--- src/rtl/wsl_pkg.sv ---
package wsl_pkg;
  typedef enum logic {
    MODE_CONT  = 1'b0,
    MODE_PULSE = 1'b1
  } exec_mode_t;
endpackage

--- src/rtl/wsl_trigger.sv ---
module wsl_trigger
  import wsl_pkg::*;
(
  input  logic       clk,
  input  logic       rst,
  input  logic       cmd,
  input  exec_mode_t mode,
  output logic       fire
);
  logic cmd_prev;

  always_ff @(posedge clk) begin
    if (rst) cmd_prev <= 1'b0;
    else     cmd_prev <= cmd;
  end

  always_comb begin
    case (mode)
      MODE_PULSE: fire = cmd & ~cmd_prev;
      default:    fire = cmd;
    endcase
  end
endmodule

--- src/rtl/wsl_shifter.sv ---
module wsl_shifter #(
  parameter int W    = 16,
  parameter int SH_W = $clog2(W)
) (
  input  logic [W-1:0]    din,
  input  logic [SH_W-1:0] amt,
  output logic [W-1:0]    dout,
  output logic            bit_out
);
  logic [W-1:0] stage [SH_W+1];

  assign stage[0] = din;

  for (genvar k = 0; k < SH_W; k++) begin : g_stage
    localparam int STEP = 1 << k;
    assign stage[k+1] = amt[k] ? (stage[k] << STEP) : stage[k];
  end

  assign dout    = stage[SH_W];
  assign bit_out = din[amt];
endmodule

--- src/rtl/wsl_unit.sv ---
module wsl_unit
  import wsl_pkg::*;
#(
  parameter int W     = 16,
  parameter int CNT_W = 8
) (
  input  logic             clk,
  input  logic             rst,
  input  logic             cmd,
  input  logic             pulse_mode,
  input  logic             load_en,
  input  logic [W-1:0]     load_word,
  input  logic [CNT_W-1:0] shift_cnt,
  output logic [W-1:0]     word_q,
  output logic             carry_q,
  output logic             done_q
);
  localparam int SH_W = $clog2(W);

  exec_mode_t      mode;
  logic            fire;
  logic [SH_W-1:0] eff_cnt;
  logic [W-1:0]    shifted;
  logic            carry_nxt;
  logic [CNT_W-1:0] cnt_mod;

  assign mode    = exec_mode_t'(pulse_mode);
  assign cnt_mod = shift_cnt % CNT_W'(W);
  assign eff_cnt = cnt_mod[SH_W-1:0];

  wsl_trigger u_trig (
    .clk  (clk),
    .rst  (rst),
    .cmd  (cmd),
    .mode (mode),
    .fire (fire)
  );

  wsl_shifter #(.W(W), .SH_W(SH_W)) u_shift (
    .din     (word_q),
    .amt     (eff_cnt),
    .dout    (shifted),
    .bit_out (carry_nxt)
  );

  always_ff @(posedge clk) begin
    if (rst) begin
      word_q  <= '0;
      carry_q <= 1'b0;
      done_q  <= 1'b0;
    end else if (load_en) begin
      word_q  <= load_word;
      done_q  <= 1'b0;
    end else if (fire) begin
      word_q  <= shifted;
      carry_q <= carry_nxt;
      done_q  <= 1'b1;
    end else begin
      done_q  <= 1'b0;
    end
  end
endmodule

--- config.mk ---
export PLATFORM = sky130hd
export DESIGN_NAME = wsl_unit
export DESIGN_NICKNAME = d
export VERILOG_FILES = /design/src/rtl/wsl_pkg.sv /design/src/rtl/wsl_trigger.sv /design/src/rtl/wsl_shifter.sv /design/src/rtl/wsl_unit.sv
export SDC_FILE = /design/constraint.sdc
export NUM_CORES = 1
export LEC_CHECK = 0
export BUFFER_PORTS_ARGS = -buffer_cell sky130_fd_sc_hd__buf_2
export CORE_ASPECT_RATIO = 0.7
export CORE_MARGIN = 4
export CORE_UTILIZATION = 38
export CTS_BUF_LIST = sky130_fd_sc_hd__clkbuf_4
export CTS_CLUSTER_DIAMETER = 40
export DETAILED_ROUTE_END_ITERATION = 16
export PLACE_DENSITY = 0.57
export SLEW_MARGIN = 20
export SYNTH_ARGS = -nofsm -noshare
export SYNTH_HDL_FRONTEND = slang
export SYNTH_SLANG_ARGS = --single-unit
--- constraint.sdc ---
create_clock -name clk -period 1.95 [get_ports clk]
set_clock_uncertainty 0.1 [all_clocks]
set_input_delay 0.2925 -clock clk [delete_from_list [all_inputs] [get_ports clk]]
set_output_delay 0.2925 -clock clk [all_outputs]
set_load 0.05 [all_outputs]
# [Yosys cells after proc, flatten, opt, wreduce, memory -nomap -nowiden]
# Cells that the tools add are included.
[op_classes] magnitude_cmp=1 n_reduce_logical=5 mux=10 bitwise_logic=3
[ops] op="$mux W16" n=6
[ops] op="$lt A4 B5 Y1 const B" n=1
[ops] op="$reduce_bool A5 Y1" n=1
[ops] op="$bmux W1 S4" n=1
[ops] op="$reduce_and A2 Y1" n=2
[ops] op="$mux W1" n=3
[ops] op="$not A1 Y1" n=2
[ops] op="$reduce_bool A2 Y1" n=1
[ops] op="$reduce_or A2 Y1" n=1
[ops] op="$and A1 B1 Y1" n=1
[word_totals] reg_bits=19 elab_cells=24 in_bits=29 out_inout_bits=18

# [Logic depth before layout (Yosys ltp)]
[logic_depth] ltp_word=6 ltp_mapped=8 mapped_depth_nobuf=5

# [By module]
# From an unflattened synthesis, not the netlist that was laid out.
[unflattened] hier_cells=167 area_unflattened_um2=1803.0
[modules_own_cells] mod="wsl_shifter" seq_area_each_um2=0.0 instances=1 cells_each=88 area_per_inst_um2=890.9
[modules_own_cells] mod="wsl_unit" seq_area_each_um2=360.3 instances=1 cells_each=76 area_per_inst_um2=874.6
[modules_own_cells] mod="wsl_trigger" seq_area_each_um2=20.0 instances=1 cells_each=3 area_per_inst_um2=37.5

# [Least setup slack after synthesis]
# No wires, ideal clock.
[synth_path] path_type="register -> register" start="register word_q[5]" end="register word_q[9]" n_path_buf=0 setup_slack_ps=-31 setup_ps=136 required_time_ps=1714 arrival_ps=1745 period_less_slack_ps=1981 path_stages_with_launch=5 path_cell_list="dfxtp_1 > mux4_1 > mux2_2 > a2111oi_0 > a211oi_1"
[synth_between] elab_chain_len=6
[synth_rtl] element="start: declaration" line="wsl_unit.sv:14" rtl="output logic [W-1:0] word_q,"
[synth_rtl] element="start signal: assignment" line="wsl_unit.sv:52" rtl="word_q <= load_word;"
[synth_rtl] element="start signal: assignment" line="wsl_unit.sv:55" rtl="word_q <= shifted;"
[synth_rtl] element="$mux W16 (4 in a row)" line="wsl_shifter.sv:16" rtl="assign stage[k+1] = amt[k] ? (stage[k] << STEP) : stage[k];"
[synth_rtl] element="$mux W16" line="wsl_unit.sv:54" rtl="end else if (fire) begin"
[synth_rtl] element="$mux W16" line="wsl_unit.sv:51" rtl="end else if (load_en) begin"
# No other way between the ends. The select of a mux whose other input is x is not followed.
# A chain may end at the register's enable or synchronous reset.

# [Worst setup path after layout]
# Same ends and word-level chain as after synthesis.

==> flow_summary.toml <==
[sta]
finalMaxSlewViolations = 0
layout_setup_ws_ns = 0.113
post-route-min-period_ns = 1.84
setup_violations = 0
finalCritPeriodShare = 0.942
setup_tns_ns = 0
tightest_slew_ns = 0.575
rsz0062_at_grt = "false"
fmax_mhz = 544
maxSlewHeadroom = 0.615
hold_viol_final = 0

[synthesis]
yosysWarnings = 0
synth.avg_cell_area_um2 = 9.94
synth_largest_area_cell = "dfxtp_1"
syn_inst = 174
ys.flop_type = "dfxtp_1"
synth_top_area_frac = 0.220
async_flop_share = 0
synthTopCellsByArea = "dfxtp_1 (22%), mux4_2 (13%), mux4_1 (12%), mux2_2 (6.5%), mux2i_1 (4.6%)"
ys_seq_area_frac = 0.220
ys_types = 44
ys_ff_latch = 19
synthesis.area_um2 = 1730
synth_edf_count = 0
syn_nets = 203

[pwr]
ir_drop_mv = 0.276
power_density_nw_per_um2 = 522
p_leak_uw = 0.000973

[critical_path]
cp-endpoint = "word_q[9]"
worstSetupPathType = "flop to flop"
r2r_slack_ns = 0.11
end_kind = "flop"
cp_slowest_cell = "mux4_1"
crit_family = "multiplexers"
path_cells = "mux4_1 -> mux2_2 -> a2111oi_1 -> a211oi_1"
r2r-end = "word_q[9]"
path_depth = 4
start_kind = "flop"
startpoint = "word_q[5]"
r2r_start = "word_q[5]"
cpPeakStageDelay_ns = 0.52
cp.required_ns = 2.05
rr_worst_depth = 4
crit_fanout = 11
path_buf_inv = 0
arrival_ns = 1.94

[cells_and_area]
fillCellCount = 424
num_antenna_cells = 0
synthToLayoutAreaGrowth_pct = 25.8
regArea_um2 = 390
drive_above_1_share = 0.455
multi_input_area_um2 = 1250
nets = 263

[floorplan]
fp.dieH_um = 64.4
start_util = 0.397
fp.dieW_um = 88.6
die-area_um2 = 5710
ioPinCount = 47
rows = 20
core_area_um2 = 4350

[min_path]
hold_class = "primary input to flop"
min_from = "cmd"

[clock_network]
cts_buffer_depth = 2
cts_root_buffer = "clkbuf_4"
insertion_delay_ns = 0.31
cts_htree_levels = 1
postCtsHoldBufs = 0
numClockSinks = 19
cts_made_buffers = 3
cts_tree = "done"
clk_transition_reported_paths_ns = 0.12

[grt]
grt_pass1_vias = 1844
antenna_found_initial = 0
grtUsageTotal = 0.213
grt_overflow = 0
grt_pass1_wl_um = 9450
grt_max_degree = 21

[route]
drc = 0
wl_per_cell_um = 20.4
vias = 1855
dr.pass1.iters = 4
drt_iter0_drc = 141
totalWireLength_um = 5860
ant_nets = 0
vias_per_cell = 6.44

[outcome]
status = "completed"

[placed_design]
place.gp.congestion = 0.900
port_buffers = 42
post-place-ws_ns = -0.0964
place_hpwl_um = 4450

[run]
cap_viol_max_count = 0
layer usage:
metal | wire (µm) | GRT usage | vias to the layer above
met5 | 0 | 0 | -
met4 | 116 | 0.0679 | 0
met3 | 448 | 0.0407 | 13
met2 | 2580 | 0.319 | 99
met1 | 2710 | 0.309 | 913
li1 | - | - | 830
how the worst min path moves through the flow:
stage,cells past startpoint,end,slack [ns]
after global routing,2,u_trig.cmd_prev,0.11
after floorplan,1,u_trig.cmd_prev,0.32
after CTS,2,u_trig.cmd_prev,0.11
after global placement,1,carry_q,0.37
final,2,u_trig.cmd_prev,0.11
after detailed placement,1,carry_q,0.40
worst register-to-register path, cell delays in order, from the launching register on:
cell,delay [ns]
dfxtp_2,0.40
mux4_1,0.52
mux2_2,0.28
a2111oi_1,0.33
a211oi_1,0.10
synthesized netlist by cell type, types with 3 or more instances:
library cell and count:
nor2_1 21, dfxtp_1 19, mux2_2 10, mux4_2 10, clkbuf_1 8, mux2i_1 8, mux4_1 8, nand2_1 7
a222oi_1 6, a211oi_1 5, a21oi_1 5, nor2b_1 5, a22oi_1 4, nand2b_1 4, nor3_1 4, a31oi_1 3
a32oi_1 3, buf_4 3, o211ai_1 3, o21ai_0 3
flip-flops by register name (all words and copies together) (netlist names):
signal,count
carry_q,1
done_q,1
word_q,16
u_trig.cmd_prev,1
cell type report:
class,count,share of cell area
clock buffers,4,0.0138
well taps,55,0.0316
inverters,4,0.00690
multi-input cells,136,0.575
flip-flops and latches,19,0.179
repair buffers,70,0.193
cells by family (layout without fill, tap and decap cells):
| logic type | count (synthesis) | after routing | share of synthesized area |
|---|---|---|---|
| AO/OA/AOI/OAI | 46 | 46 | 0.205 |
| buffers and inverters | 19 | 78 | 0.0572 |
| flip-flops | 19 | 19 | 0.220 |
| multiplexers | 36 | 36 | 0.363 |
| AND/OR/NAND/NOR | 54 | 54 | 0.155 |
power breakdown:
part / leakage, µW / internal, µW / switching, µW
Sequential: 0.000160 / 415 / 36.4
Combinational: 0.000795 / 193 / 254
Clock: 0.0000184 / 93.9 / 144
stage by stage:
step,power [µW],instance area (µm²),util,hold slack [ns],cells
finish,1140,2180,0.500,0.113,288
floorplan,751,1740,-,0.321,174
detailed placement,902,2140,0.493,0.402,284
global placement,891,2140,0.493,0.369,284
global route,1190,2180,0.500,0.106,288
CTS,1140,2170,0.499,0.107,288
cells in the final DEF, fill, tap and decap left out, types with 6 or more instances in the layout:
cell type / instances
a222oi_1: 6
buf_2: 42
buf_4: 28
dfxtp_1: 11
dfxtp_2: 8
mux2_2: 10
mux2i_1: 8
mux4_1: 8
mux4_2: 10
nand2_1: 7
nor2_1: 21
what timing repair did:
item	CTS	global route
buffers inserted	0	0
resized for setup	0	1
setup endpoints to repair	0	1
No activity file was read; power rests on OpenSTA's default activity.
